<file path="src/rtl/trace_gate_pkg.sv">
package trace_gate_pkg;
   typedef enum logic [1:0] {
      TG_IDLE   = 2'd0,
      TG_ARMING = 2'd1,
      TG_ON     = 2'd2,
      TG_DRAIN  = 2'd3
   } tg_state_e;

   localparam logic [3:0] SEL_NONE  = 4'd0;
   localparam logic [3:0] SEL_PC    = 4'd1;
   localparam logic [3:0] SEL_LOAD  = 4'd2;
   localparam logic [3:0] SEL_STORE = 4'd3;
   localparam logic [3:0] SEL_EXC   = 4'd4;
   localparam logic [3:0] SEL_ERET  = 4'd5;
   localparam logic [3:0] SEL_WAIT  = 4'd6;
   localparam logic [3:0] SEL_HALT  = 4'd7;
   localparam logic [3:0] SEL_EXT_H = 4'd8;
   localparam logic [3:0] SEL_EXT_L = 4'd9;

   localparam int DLY_ON_START = 0;
   localparam int DLY_ON_STOP  = 1;
endpackage

</file>
<file path="src/rtl/tg_match.sv">
module tg_match
   import trace_gate_pkg::*;
#(
   parameter int XLEN      = 32,
   parameter int EID_W     = 8,
   parameter bit ALLOW_EXT = 1'b1
) (
   input  logic [3:0]       sel,
   input  logic [XLEN-1:0]  data,
   input  logic [XLEN-1:0]  mask,
   input  logic             ret_valid,
   input  logic [XLEN-1:0]  ret_pc,
   input  logic             ret_load,
   input  logic             ret_store,
   input  logic [XLEN-1:0]  ret_ea,
   input  logic             exc_valid,
   input  logic [EID_W-1:0] exc_id,
   input  logic             ret_eret,
   input  logic             ret_wait,
   input  logic             ret_halt,
   input  logic             ext_trig,
   output logic             hit
);
   logic pc_eq, ea_eq, id_eq, ext_hit;

   assign pc_eq = ((ret_pc & mask) == (data & mask));
   assign ea_eq = ((ret_ea & mask) == (data & mask));
   assign id_eq = ((exc_id & mask[EID_W-1:0]) == (data[EID_W-1:0] & mask[EID_W-1:0]));

   generate
      if (ALLOW_EXT) begin : g_ext
         assign ext_hit = ((sel == SEL_EXT_H) && ext_trig) ||
                          ((sel == SEL_EXT_L) && !ext_trig);
      end else begin : g_no_ext
         assign ext_hit = ext_trig & 1'b0;
      end
   endgenerate

   always_comb begin
      unique case (sel)
         SEL_PC:    hit = ret_valid && pc_eq;
         SEL_LOAD:  hit = ret_valid && ret_load && ea_eq;
         SEL_STORE: hit = ret_valid && ret_store && ea_eq;
         SEL_EXC:   hit = exc_valid && id_eq;
         SEL_ERET:  hit = ret_valid && ret_eret;
         SEL_WAIT:  hit = ret_valid && ret_wait;
         SEL_HALT:  hit = ret_valid && ret_halt;
         SEL_EXT_H,
         SEL_EXT_L: hit = ext_hit;
         default:   hit = 1'b0;
      endcase
   end
endmodule

</file>
<file path="src/rtl/tg_delay.sv">
module tg_delay #(
   parameter int DLY_W = 16
) (
   input  logic             clk,
   input  logic             rst_n,
   input  logic             clr,
   input  logic             ld,
   input  logic [DLY_W-1:0] ld_val,
   output logic             expire
);
   logic [DLY_W-1:0] cnt;

   always_ff @(posedge clk or negedge rst_n) begin
      if (!rst_n)            cnt <= '0;
      else if (clr)          cnt <= '0;
      else if (ld)           cnt <= ld_val;
      else if (cnt != '0)    cnt <= cnt - 1'b1;
   end

   assign expire = (cnt == DLY_W'(1));
endmodule

</file>
<file path="src/rtl/trace_gate.sv">
module trace_gate
   import trace_gate_pkg::*;
#(
   parameter int XLEN  = 32,
   parameter int EID_W = 8,
   parameter int DLY_W = 16,
   localparam int CAPW = XLEN - 1,
   localparam int PBW  = $clog2(XLEN)
) (
   input  logic             clk,
   input  logic             rst_n,
   input  logic             cfg_load,
   input  logic [3:0]       cfg_start_sel,
   input  logic [3:0]       cfg_stop_sel,
   input  logic [XLEN-1:0]  cfg_start_data,
   input  logic [XLEN-1:0]  cfg_start_mask,
   input  logic [XLEN-1:0]  cfg_stop_data,
   input  logic [XLEN-1:0]  cfg_stop_mask,
   input  logic [1:0]       cfg_dly_mode,
   input  logic [DLY_W-1:0] cfg_dly_cycles,
   input  logic [PBW-1:0]   cfg_pc_bits,
   input  logic             man_start,
   input  logic             man_stop,
   input  logic             ret_valid,
   input  logic [XLEN-1:0]  ret_pc,
   input  logic             ret_load,
   input  logic             ret_store,
   input  logic [XLEN-1:0]  ret_ea,
   input  logic             exc_valid,
   input  logic [EID_W-1:0] exc_id,
   input  logic             ret_eret,
   input  logic             ret_wait,
   input  logic             ret_halt,
   input  logic             ext_trig,
   output logic             trace_on,
   output logic             cap_valid,
   output logic [CAPW-1:0]  cap_word,
   output logic [1:0]       state_o
);
   generate
      if (XLEN < 8 || XLEN > 64) begin : g_bad_xlen
         $error("trace_gate: XLEN must lie in 8..64");
      end
      if (EID_W < 1 || EID_W > XLEN) begin : g_bad_eid
         $error("trace_gate: EID_W must lie in 1..XLEN");
      end
      if (DLY_W < 2) begin : g_bad_dly
         $error("trace_gate: DLY_W must be at least 2");
      end
   endgenerate

   // latched configuration
   logic [3:0]       c_ssel, c_psel;
   logic [XLEN-1:0]  c_sdat, c_smsk, c_pdat, c_pmsk;
   logic [1:0]       c_dmode;
   logic [DLY_W-1:0] c_dcyc;
   logic [PBW-1:0]   c_pcb;

   always_ff @(posedge clk or negedge rst_n) begin
      if (!rst_n) begin
         c_ssel  <= SEL_NONE;
         c_psel  <= SEL_NONE;
         c_sdat  <= '0;
         c_smsk  <= '0;
         c_pdat  <= '0;
         c_pmsk  <= '0;
         c_dmode <= '0;
         c_dcyc  <= '0;
         c_pcb   <= PBW'(CAPW);
      end else if (cfg_load) begin
         c_ssel  <= cfg_start_sel;
         c_psel  <= cfg_stop_sel;
         c_sdat  <= cfg_start_data;
         c_smsk  <= cfg_start_mask;
         c_pdat  <= cfg_stop_data;
         c_pmsk  <= cfg_stop_mask;
         c_dmode <= cfg_dly_mode;
         c_dcyc  <= cfg_dly_cycles;
         c_pcb   <= cfg_pc_bits;
      end
   end

   logic start_hit, stop_hit;

   tg_match #(.XLEN(XLEN), .EID_W(EID_W), .ALLOW_EXT(1'b1)) u_start (
      .sel(c_ssel), .data(c_sdat), .mask(c_smsk),
      .ret_valid(ret_valid), .ret_pc(ret_pc), .ret_load(ret_load),
      .ret_store(ret_store), .ret_ea(ret_ea), .exc_valid(exc_valid),
      .exc_id(exc_id), .ret_eret(ret_eret), .ret_wait(ret_wait),
      .ret_halt(ret_halt), .ext_trig(ext_trig), .hit(start_hit)
   );

   tg_match #(.XLEN(XLEN), .EID_W(EID_W), .ALLOW_EXT(1'b0)) u_stop (
      .sel(c_psel), .data(c_pdat), .mask(c_pmsk),
      .ret_valid(ret_valid), .ret_pc(ret_pc), .ret_load(ret_load),
      .ret_store(ret_store), .ret_ea(ret_ea), .exc_valid(exc_valid),
      .exc_id(exc_id), .ret_eret(ret_eret), .ret_wait(ret_wait),
      .ret_halt(ret_halt), .ext_trig(ext_trig), .hit(stop_hit)
   );

   tg_state_e st, st_n;
   logic      dly_ld, dly_clr, dly_done;
   logic      dly_start, dly_stop;

   assign dly_start = c_dmode[DLY_ON_START] && (c_dcyc != '0);
   assign dly_stop  = c_dmode[DLY_ON_STOP]  && (c_dcyc != '0);

   tg_delay #(.DLY_W(DLY_W)) u_dly (
      .clk(clk), .rst_n(rst_n), .clr(dly_clr), .ld(dly_ld),
      .ld_val(c_dcyc), .expire(dly_done)
   );

   always_comb begin
      st_n    = st;
      dly_ld  = 1'b0;
      dly_clr = 1'b0;
      if (cfg_load) begin
         st_n    = TG_IDLE;
         dly_clr = 1'b1;
      end else if (man_stop) begin
         st_n    = TG_IDLE;
         dly_clr = 1'b1;
      end else if (man_start) begin
         st_n    = TG_ON;
         dly_clr = 1'b1;
      end else begin
         unique case (st)
            TG_IDLE: if (start_hit) begin
               st_n   = dly_start ? TG_ARMING : TG_ON;
               dly_ld = dly_start;
            end
            TG_ARMING: if (dly_done) st_n = TG_ON;
            TG_ON: if (stop_hit) begin
               st_n   = dly_stop ? TG_DRAIN : TG_IDLE;
               dly_ld = dly_stop;
            end
            TG_DRAIN: if (dly_done) st_n = TG_IDLE;
            default: st_n = TG_IDLE;
         endcase
      end
   end

   always_ff @(posedge clk or negedge rst_n) begin
      if (!rst_n) st <= TG_IDLE;
      else        st <= st_n;
   end

   // capture path
   logic [PBW-1:0]  pcb_eff;
   logic [CAPW-1:0] cap_msk;

   assign pcb_eff = (c_pcb == '0) ? PBW'(1) : c_pcb;

   always_comb begin
      for (int i = 0; i < CAPW; i++) begin
         cap_msk[i] = (PBW'(i) < pcb_eff);
      end
   end

   assign trace_on  = (st == TG_ON) || (st == TG_DRAIN);
   assign cap_valid = trace_on && ret_valid;
   assign cap_word  = ret_pc[XLEN-1:1] & cap_msk;
   assign state_o   = st;
endmodule

</file>
<file path="config.mk">
export PLATFORM = sky130hd
export DESIGN_NAME = trace_gate
export DESIGN_NICKNAME = d
export VERILOG_FILES = /design/src/rtl/trace_gate_pkg.sv /design/src/rtl/tg_match.sv /design/src/rtl/tg_delay.sv /design/src/rtl/trace_gate.sv
export SDC_FILE = /design/constraint.sdc
export NUM_CORES = 1
export LEC_CHECK = 0
export BUFFER_PORTS_ARGS = -buffer_cell sky130_fd_sc_hd__buf_2
export CORE_MARGIN = 10
export CORE_UTILIZATION = 25
export DETAILED_ROUTE_END_ITERATION = 8
export PLACE_DENSITY_LB_ADDON = 0.05
export SKIP_CTS_REPAIR_TIMING = 1
export SYNTH_ARGS = -nofsm -noshare
export SYNTH_HDL_FRONTEND = slang
export SYNTH_SLANG_ARGS = --single-unit
</file>
<file path="constraint.sdc">
create_clock -name clk -period 2.5 [get_ports clk]
set_input_delay 0.5 -clock clk [delete_from_list [all_inputs] [get_ports clk]]
set_output_delay 0.5 -clock clk [all_outputs]
set_load 0.01 [all_outputs]
</file>
Word-level counts from Yosys, hierarchy flattened --
Cells that the tools add are included.
Word-level totals: bits in registers 177, input port bits 244, output and inout port bits 35
Operators by class: equal/unequal tests 30, $add $sub $neg 1, reduce and logical (&&, ||, !) cells 28, bitwise logic cells 11, magnitude comparators 31, multiplexer cells 25
Operators with widths (count):
- 32-bit AND | 6
- 32-bit == test | 4
- 5-bit < comparator (first input constant) | 15
- 16-bit two-way mux | 3
- 4-bit by 5-bit < comparator with 1-bit output (first input constant) | 8
- 8-bit AND | 4
- 4-bit by 3-bit == test with 1-bit output (second input constant) | 8
- 16-bit nonzero test | 2
- 31-bit AND | 1
- 3-bit by 5-bit < comparator with 1-bit output (first input constant) | 4
- 5-bit != test (second input constant) | 4
- 1-bit logical AND | 18
- 2-bit two-way mux | 9
- 16-bit by 1-bit == test with 1-bit output (second input constant) | 1
- 4-bit by 2-bit == test with 1-bit output (second input constant) | 4
- 8-bit == test | 2
- 16-bit by 1-bit subtractor with 16-bit output (second input constant) | 1
- 1-bit by 5-bit < comparator with 1-bit output (first input constant) | 2
- 2-bit by 5-bit < comparator with 1-bit output (first input constant) | 2
- 4-bit by 1-bit == test with 1-bit output (second input constant) | 2
- 4-bit == test (second input constant) | 2
- 1-bit two-way mux | 8
- 1-bit case mux with 8 select lines | 1
- 2-bit case mux with 4 select lines | 1
- other kinds (12) | 14

Longest topological paths before layout --
Gate-level depths: netlist of the first run.
depth after elaboration 11, depth in mapped cells 10, mapped depth without buffers 8

Modules after synthesis --
Synthesis of the first run repeated with hierarchy kept, for this count alone.
Unflattened totals: cell total of the unflattened synthesis 806, area total of the unflattened synthesis 9670.5 um^2
By module, submodules not included:
- trace_gate | times used 1, cells each 432, area an instance 6447.4 um^2, sequential area each 4035.1 um^2
- tg_match at u_start | times used 1, cells each 135, area an instance 1122.3 um^2, sequential area each 0.0 um^2
- tg_match at u_stop | times used 1, cells each 132, area an instance 1063.5 um^2, sequential area each 0.0 um^2
- tg_delay | times used 1, cells each 107, area an instance 1037.2 um^2, sequential area each 400.4 um^2

Least setup slack after synthesis of the first run --
No wires, ideal clock.
path type input-to-reg, start input port ret_ea[27], end register u_dly.cnt[8], arrival 2.171 ns, path slack 0.202 ns, buffers on the path 1, data required time 2.373 ns, cell stages on the path 9, path through xor2_1 a22o_1 a221oi_2 nand4_1 or4_1 nand3_2 a22oi_4 buf_6 mux2i_1
On the way: word-level cells in the longest chain between the ends 11, elaborated cells between the ends (all ways) 19, classes of those cells eq/ne: 2; mux: 10; bitwise: 2; reduce/logical: 5
Ends and longest elaborated chain:
- from (decl) | RTL line trace_gate.sv:28 | input logic [XLEN-1:0] ret_ea,
- 32-bit AND | RTL line tg_match.sv:27 | assign ea_eq = ((ret_ea & mask) == (data & mask));
- 32-bit == test | RTL line tg_match.sv:27
- 1-bit logical AND, on equally long branches | RTL line tg_match.sv:43, tg_match.sv:42
- 1-bit case mux with 8 select lines or 1-bit case mux with 7 select lines (tied branches) | RTL line tg_match.sv:40 | unique case (sel)
- 1-bit two-way mux, on equally long branches | RTL line trace_gate.sv:128, trace_gate.sv:133
- 1-bit case mux with 2 select lines (*) | RTL line trace_gate.sv:127 | unique case (st)
- 1-bit two-way mux (*) | RTL line trace_gate.sv:123 | end else if (man_start) begin
- 1-bit two-way mux (*) | RTL line trace_gate.sv:120 | end else if (man_stop) begin
- 1-bit two-way mux (*) | RTL line trace_gate.sv:117 | if (cfg_load) begin
- 16-bit two-way mux | RTL line tg_delay.sv:16 | else if (ld) cnt <= ld_val;
- 16-bit two-way mux | RTL line tg_delay.sv:15 | else if (clr) cnt <= '0;
- to (signal assigned) | RTL line tg_delay.sv:16
- to (signal assigned) | RTL line tg_delay.sv:17 | else if (cnt != '0) cnt <= cnt - 1'b1;
- to (decl) | RTL line tg_delay.sv:11 | logic [DLY_W-1:0] cnt;
Mark *: on every way between the ends. The rest lies on a longest branch, timed or not. A chain may end at the register's enable or synchronous reset.

Worst setup path after layout of the first run --
start register c_psel[3], end register u_dly.cnt[3]
On the way: word-level cells in the longest chain between the ends 9, elaborated cells between the ends (all ways) 16, classes of those cells eq/ne: 7; mux: 8; reduce/logical: 1
Ends and longest elaborated chain:
- from (decl) | RTL line trace_gate.sv:53 | logic [3:0] c_ssel, c_psel;
- from (signal assigned) | RTL line trace_gate.sv:72 | c_psel <= cfg_stop_sel;
- 4-bit by 3-bit == test with 1-bit output, or another cell as far along | RTL line tg_match.sv:40
- 1-bit case mux with 7 select lines (*) | RTL line tg_match.sv:40
- 1-bit two-way mux (*) | RTL line trace_gate.sv:133 | TG_ON: if (stop_hit) begin
- 1-bit case mux with 2 select lines (*) | RTL line trace_gate.sv:127
- 1-bit two-way mux (*) | RTL line trace_gate.sv:123
- 1-bit two-way mux (*) | RTL line trace_gate.sv:120
- 1-bit two-way mux (*) | RTL line trace_gate.sv:117
- 16-bit two-way mux | RTL line tg_delay.sv:16
- 16-bit two-way mux | RTL line tg_delay.sv:15
Marked as above.

==> results of run 1 <==
## sequential cells by signal, indices dropped and copies added (netlist names)
signal / count
c_psel: 4
c_pdat: 32
c_sdat: 32
c_dmode: 2
u_dly.cnt: 16
c_smsk: 32
c_dcyc: 16
c_pcb: 5
c_pmsk: 32
state_o: 2
c_ssel: 4
## cell type report
cell class / count / area, um^2
Fill cell: 3949 / 24600
Clock buffer: 21 / 470
Inverter: 2 / 7.51
Antenna cell: 2 / 5.00
Multi-Input combinational cell: 614 / 5190
Tap cell: 511 / 639
Sequential cell: 177 / 4440
Timing Repair Buffer: 399 / 2400
Clock inverter: 11 / 176
## power by group through the flow
| stage | clock [mW] | combinational [mW] | sequential [mW] |
|---|---|---|---|
| after global placement | 0 | 3.58 | 3.78 |
| after global routing | 3.24 | 4.00 | 3.77 |
| final | 3.03 | 3.61 | 3.72 |
| after detailed placement | 0 | 3.56 | 3.77 |
| after floorplan | 0 | 2.29 | 3.57 |
| after CTS | 3.13 | 3.59 | 3.72 |
## cell families (layout without fill, tap and decap cells)
| kind of cell | after synthesis | after routing |
|---|---|---|
| buffers and inverters | 32 | 433 |
| multiplexers | 181 | 181 |
| flip-flops | 177 | 177 |
| XOR/XNOR | 148 | 148 |
| AO/OA/AOI/OAI | 110 | 110 |
| other | 0 | 2 |
| adder cells (fa/ha/maj) | 2 | 2 |
| AND/OR/NAND/NOR | 173 | 173 |
## worst max-delay path by stage
stage                           from      endpoint  slack (ps)  cells after the start
after global placement    ret_pc[30]  u_dly.cnt[6]        -430                      9
final                      c_psel[3]  u_dly.cnt[3]          10                      9
after global routing       c_psel[3]  u_dly.cnt[2]         -70                      9
after floorplan           ret_ea[27]  u_dly.cnt[8]         200                      9
after CTS                  c_psel[3]  u_dly.cnt[4]        -470                      8
after detailed placement  ret_pc[30]  u_dly.cnt[3]        -510                      9
## layout by cell type, fill, tap and decap left out, types with 14 or more instances in the layout
cell / netlist / routed
nand2_1: 58 / 57
a22oi_1: 47 / 47
dfrtp_1: 172 / 172
buf_4: 1 / 114
a21oi_1: 14 / 14
xor2_1: 142 / 142
nor2_1: 15 / 15
mux2i_1: 18 / 15
clkbuf_16: 0 / 18
mux2_2: 162 / 162
buf_2: 0 / 276
## metrics by stage
| step | power (mW) | setup WS [ps] | std cells | utilization |
|---|---|---|---|---|
| 5_1_grt | 11.0 | -68.5 | 1735 | 0.351 |
| 2_1_floorplan | 5.86 | 202 | 823 | - |
| 6_report | 10.4 | 12.4 | 1737 | 0.351 |
| 4_1_cts | 10.4 | -468 | 1732 | 0.348 |
| 3_3_place_gp | 7.36 | -432 | 1700 | 0.331 |
| 3_5_place_dp | 7.33 | -510 | 1700 | 0.331 |
## routing by layer
| metal | track usage | wire length, um | vias up |
|---|---|---|---|
| met2 | 0.305 | 21000 | 284 |
| met1 | 0.254 | 21200 | 4200 |
| met5 | 0 | 50 | - |
| met3 | 0.0522 | 2830 | 34 |
| li1 | - | - | 3776 |
| met4 | 0.0419 | 664 | 8 |
## worst max-delay path: cells and delay by family (launching register included)
kind            cells  cell delay (ps)
mux                 2              470
buf+inv             1              230
simple gates        4              780
compound gates      2              520
flops               1              400
==> flow_summary.toml, run 1 <==
[detailed_routing]
routed_via_density = 4.78
wl_per_cell_um = 26.3
ant_nets = 0
dr.pass1.iters = 5
routed_wl_um = 45800
drc = 0
drtIter0Drc = 591
dr_total_vias = 8302

[sta]
fin_hold_ws_ps = -6.16
clock_skew_ps = 11.5
setup_violations = 0
grt_setup_unrepaired = "yes"
final_max_slew_viol_count = 0
hold_viol = 2
tightest_slew_ps = 546
fin_tns_setup_ps = 0
post-route-min-period_ps = 2490
period_share = 0.995
max_freq_ghz = 0.402
slew_headroom = 0.636

[synth]
yosysSeqAreaShare = 0.459
synthArstFlopShare = 1.00
dominantRegCellSynth = "dfrtp_1"
synth_top_family_by_area = "multiplexers"
synthAdderAreaFrac = 0.00259
synth.avg_cell_area_um2 = 11.8
synth_top_area_share = 0.445
yosysTopAreaCell = "dfrtp_1"
synth.distinct_cells = 58
synth-seq-cells = 177
synth_common_cells = "dfrtp_1, mux2_2, xor2_1"
synth_mux_area_frac = 0.208
netlist_area_um2 = 9670
synth.net_count = 1069
synth_compound_area_frac = 0.0884
synth_top_cells_by_area = "dfrtp_1, mux2_2, xor2_1"
post-synth-top-count-cell = "dfrtp_1"
synthCells = 823
yosysWarnings = 0
synth_edf_count = 0
yosys.area_share.xor_xnor = 0.134
yosys.area_share.simple = 0.0944

[die]
start_util = 0.255
rows = 71
ios = 279
coreArea_um2 = 37900
die_y_um = 217
die_w_um = 217
dieArea_um2 = 47000

[clocking]
htreeDepth = 4
cts_tree = "done"
cts_sinks = 177
path_clk_slew_ps = 70
cts_root_buffer = "clkbuf_16"
insertion_delay_ps = 450
clockBufferDepth = 2
numCtsBuffers = 17

[finish]
syn2layout_area_growth_pct = 37.8
drive_above_1_share = 0.502
layout.nets = 1457
stdcell_area_um2 = 13300

[place]
dpl-instance-area_um2 = 12600
place.gp.congestion = 0.883
io_buffers = 278
dp_hpwl_um = 37600

[power]
pwr-share-clk = 0.293
pwr-share-seq = 0.359
p_sw_mw = 3.64
power.density_nw_per_um2 = 777
intPower_mw = 6.72
leakage_nw = 6.29
comb_power_share = 0.348
peakVddDrop_uv = 656
switching_share = 0.351

[grt]
track_usage = 0.192
grt_max_degree = 69
grt_overflow = 0
grt_pass1_vias = 8850
grt_pass1_wl_um = 64600
antenna_found_initial = 6

[critical_path]
worstSetupEndpointType = "flop"
r2r_cells = 9
r2r_slack_ps = 10
worstPathMaxFanout = 8
r2r-end = "u_dly.cnt[3]"
required_ps = 2870
cp.arrival_ps = 2850
crit_chain = "and4bb_1 -> mux2i_2 -> nor3_2 -> and4b_1 -> a32oi_4 -> nand2_2 -> a22oi_4 -> clkbuf_16 -> mux2i_1"
cpPeakStageDelay_ps = 400
critPathKind = "flop to flop"
startpoint_type = "flop"
r2r_start = "c_psel[3]"
cp_slowest_cell = "dfrtp_1"

[job]
maxCapViolations = 0

[run_status]
violations = "hold timing"
status = "finished with violations"

[min_path]
min_path_type = "input pin to asynchronous set/reset pin"
Note: power is estimated with default switching activity, not from simulation.
==> run 2, diff against run 1 <==
--- a/config.mk
+++ b/config.mk
@@ -6,6 +6,8 @@
 export NUM_CORES = 1
 export LEC_CHECK = 0
 export BUFFER_PORTS_ARGS = -buffer_cell sky130_fd_sc_hd__buf_2
+export CELL_PAD_IN_SITES_DETAIL_PLACEMENT = 0
+export CELL_PAD_IN_SITES_GLOBAL_PLACEMENT = 1
 export CORE_MARGIN = 10
 export CORE_UTILIZATION = 25
 export DETAILED_ROUTE_END_ITERATION = 8
==> run 2 against run 1 <==
  * Clock skew fell by 1.0 ps
  * Via count is 3.2% lower
  * The flow now finishes without violations
  * Count of clock-buffer cells in the layout is 1 higher
  * Critical path type is now flop to output pin
  * Core utilization up 0.38 points
  * Combinational power rose by 5%
  * Setup slack gained 39 ps
  * Non-clock buffer count increased by 8
==> flow_summary.toml, run 2 (same netlist as run 1, synthesis figures left out) <==
[sta]
tightest_slew_ps = 796
slew_headroom = 0.469
fin_tns_setup_ps = 0
final_max_slew_viol_count = 0
grt_setup_unrepaired = "yes"
setup_violations = 0
post-route-min-period_ps = 2450
hold_viol = 0
max_freq_ghz = 0.408
layout_setup_ws_ps = 51.1
period_share = 0.980
clock_skew_ps = 10.5

[place]
io_buffers = 278
dp_hpwl_um = 36400
place.gp.congestion = 0.823
post-place-ws_ps = -587
dpl.cell_count = 1705

[detailed_routing]
dr_wl_met2_um = 21000
routed_wl_um = 44300
dr_total_vias = 8040
top_layer_used = "met5"
drc = 0
dr.pass1.iters = 4
met1_length_um = 20600
drtIter0Drc = 398
met3WireLength_um = 2320
ant_nets = 0
routed_via_density = 4.60
wl_per_cell_um = 25.4

[finish]
final_util = 0.355
drive_above_1_share = 0.508
seq_area_um2 = 4440
syn2layout_area_growth_pct = 39.3
layout_commonest_cell = "buf_2"
layout.nets = 1465
final_cells = 1746
fillCellCount = 3952
multi_input_area_um2 = 5210
final_cell_mix = "buf_2, dfrtp_1, mux2_2, xor2_1, buf_4"

[critical_path]
r2r_slack_ps = 90
cp.arrival_ps = 1950
worstSetupEndpointType = "output pin"
startpoint_type = "flop"
required_ps = 2000
worstPathMaxFanout = 7
r2r_cells = 9
r2r_start = "c_ssel[0]"
r2r-end = "u_dly.cnt[15]"
critPathKind = "flop to output pin"

[die]
start_util = 0.255
coreArea_um2 = 37900
ios = 279
die_y_um = 217
dieArea_um2 = 47000
rows = 71
die_w_um = 217

[grt]
grt_overflow = 0
grt_max_degree = 129
antenna_found_initial = 5
grt_pass1_vias = 8793
track_usage = 0.186
grt_pass1_wl_um = 63200

[clocking]
cts_root_buffer = "clkbuf_16"
htreeDepth = 4
insertion_delay_ps = 450
cts_sinks = 177
cts_tree = "done"
path_clk_slew_ps = 70
numCtsBuffers = 17
clockBufferDepth = 2

[min_path]
min_path_type = "input pin to asynchronous set/reset pin"

[job]
maxCapViolations = 0

[power]
power.density_nw_per_um2 = 805
p_total_mw = 10.8
peakVddDrop_uv = 440
leakage_nw = 6.40

[run_status]
status = "complete, no violations"
-- run 2: worst max path at each step --
stage               slack (ps)      endpoint        from
floorplan                  200  u_dly.cnt[8]  ret_ea[27]
global placement          -620  u_dly.cnt[5]  ret_pc[15]
detailed placement        -590  u_dly.cnt[5]  ret_pc[15]
CTS                       -560  u_dly.cnt[7]   c_psel[3]
global route               0.3   cap_word[9]    c_pcb[2]
finish                      50   cap_word[9]    c_pcb[2]
-- run 2: layout make-up --
class | count | area share
flip-flops and latches | 177 | 0.329
repair buffers | 407 | 0.182
inverters | 2 | 0.000557
clock inverters | 10 | 0.0188
clock buffers | 22 | 0.0344
well taps | 511 | 0.0474
diodes | 3 | 0.000557
multi-input cells | 614 | 0.387
-- run 2: layer usage --
layer  vias up  global-route usage
li1       3803                   -
met1      4022               0.247
met2       194               0.301
met3        17              0.0508
met4         4              0.0326
met5         -                   0
-- run 2: through the flow --
step	area (um^2)	hold WS [ps]
after floorplan	9670	204
after global placement	12600	505
after detailed placement	12600	507
after CTS	13300	19.5
after global routing	13500	31.0
final	13500	16.2
-- run 2: where the power goes --
group | leakage [nW] | total, mW | switching (mW) | internal, mW
Clock | 0.345 | 3.38 | 1.25 | 2.13
Sequential | 2.10 | 3.68 | 0.448 | 3.23
Combinational | 3.96 | 3.79 | 1.98 | 1.81
Total | 6.40 | 10.8 | 3.68 | 7.17
-- run 2: critical path: stages (launching register included) --
cell	delay (ps)
dfstp_2	410
buf_4	170
or2_2	290
a21oi_1	400
nor2b_1	90
buf_2	150
==> run 3, diff against run 2 <==
--- a/config.mk
+++ b/config.mk
@@ -5,7 +5,7 @@
 export SDC_FILE = /design/constraint.sdc
 export NUM_CORES = 1
 export LEC_CHECK = 0
-export BUFFER_PORTS_ARGS = -buffer_cell sky130_fd_sc_hd__buf_2
+export BUFFER_PORTS_ARGS = -buffer_cell sky130_fd_sc_hd__buf_4
 export CELL_PAD_IN_SITES_DETAIL_PLACEMENT = 0
 export CELL_PAD_IN_SITES_GLOBAL_PLACEMENT = 1
 export CORE_MARGIN = 10
==> run 3 against run 2 <==
  * Power shrank 4.3%
  * Wire length grew 0.18%
  * Combinational power is essentially flat
  * Register-to-register slack lost 60 ps
  * Count of clock-buffer cells in the layout shrank 3
  * Worst hold slack gained 18 ps
==> flow_summary.toml, run 3 (same netlist as run 1, synthesis figures left out) <==
[run_status]
status = "complete, no violations"

[power]
peakVddDrop_uv = 626
intPower_mw = 6.76
p_total_mw = 10.4
comb_power_share = 0.368
leakage_nw = 6.44
pwr-share-clk = 0.278
p_sw_mw = 3.63
switching_share = 0.349
power.density_nw_per_um2 = 753
pwr-share-seq = 0.354

[detailed_routing]
wl_per_cell_um = 25.8
routed_wl_um = 44400
drtIter0Drc = 449
drc = 0
dr.pass1.iters = 4
dr_total_vias = 7975
routed_via_density = 4.64
ant_nets = 0

[finish]
syn2layout_area_growth_pct = 42.7
final_cell_mix = "buf_4, dfrtp_1, mux2_2, xor2_1, nand2_1"
layout_commonest_cell = "buf_4"
final_util = 0.364
layout.nets = 1441
drive_above_1_share = 0.493

[job]
maxCapViolations = 0

[grt]
grt_pass1_wl_um = 63000
grt_overflow = 0
grt_pass1_vias = 8809
antenna_found_initial = 3
grt_max_degree = 59
track_usage = 0.186

[critical_path]
required_ps = 2860
worstPathMaxFanout = 8
critPathKind = "flop to flop"
cp.arrival_ps = 2840
r2r_cells = 10
worstSetupEndpointType = "flop"
startpoint_type = "flop"

[sta]
final_max_slew_viol_count = 0
clock_skew_ps = 13.0
grt_setup_unrepaired = "yes"
hold_viol = 0
tightest_slew_ps = 838
period_share = 0.988
setup_violations = 0
slew_headroom = 0.441
post-route-min-period_ps = 2470
max_freq_ghz = 0.405

[min_path]
min_path_type = "input pin to asynchronous set/reset pin"

[clocking]
cts_root_buffer = "clkbuf_16"
htreeDepth = 4
cts_tree = "done"
clockBufferDepth = 2
numCtsBuffers = 17
path_clk_slew_ps = 70
cts_sinks = 177
insertion_delay_ps = 450

[place]
place.gp.congestion = 0.781
io_buffers = 278
dp_hpwl_um = 36700

[die]
start_util = 0.255
dieArea_um2 = 47000
ios = 279
rows = 71
die_y_um = 217
coreArea_um2 = 37900
die_w_um = 217
-- run 3: cell types whose count changed in the layout (fill, tap and decap cells not counted), moves of 3 or more --
cell	before	now
buf_2	276	0
buf_4	123	376
bufinv_16	8	3
a22oi_1	44	47
a22oi_2	3	0
clkbuf_1	3	0
clkinv_2	1	4
-- run 3: final cells by class --
type	count	area, um^2
Antenna cell	1	2.50
Clock buffer	19	453
Clock inverter	13	159
Fill cell	3968	24100
Inverter	2	7.51
Multi-Input combinational cell	614	5160
Sequential cell	177	4440
Tap cell	511	639
Timing Repair Buffer	383	2940
-- run 3: worst paths after layout --
path / from / endpoint / slack, ps
max in group asynchronous: rst_n / c_pcb[2] / 1710
min in group clk: cfg_start_mask[16] / c_smsk[16] / 280
min: rst_n / c_sdat[3] / 30
max: c_psel[2] / u_dly.cnt[9] / 30
min reg2reg: c_dmode[1] / c_dmode[1] / 530
max reg2reg: c_psel[2] / u_dly.cnt[9] / 30
-- run 3: routing by layer --
metal,global-route usage,up-vias,routed length [um]
met1,0.237,3987,19900
met5,0,-,40
met3,0.0557,19,2750
met2,0.308,196,21300
met4,0.0291,4,326
li1,-,3769,-
-- run 3: critical path, stage by stage (launching register included) --
cell       delay [ps]
dfrtp_1           410
and4bb_1          300
mux2i_1           210
nor3_1             80
buf_4             150
and4b_1           200
a32oi_2           260
nand2_2           130
a22oi_4           260
clkbuf_16         220
mux2i_1           170
-- run 3: stage by stage --
stage / instance area, um^2 / setup slack, ps / std cells / hold slack [ps] / TNS [ps]
finish: 13800 / 28.8 / 1720 / 34.6 / 0
global placement: 13100 / -388 / 1683 / 515 / -6750
floorplan: 9670 / 202 / 823 / 204 / 0
CTS: 13700 / -293 / 1715 / 30.0 / -4980
global route: 13800 / -112 / 1719 / 55.5 / -1550
detailed placement: 13100 / -320 / 1683 / 510 / -5450
-- run 3: power by group through the flow --
stage	registers (mW)	clock network (mW)	logic (mW)
final	3.68	2.88	3.82
after global routing	3.74	3.09	4.30
after floorplan	3.57	0	2.29
after detailed placement	3.74	0	3.85
after global placement	3.74	0	3.87
after CTS	3.68	2.98	3.87
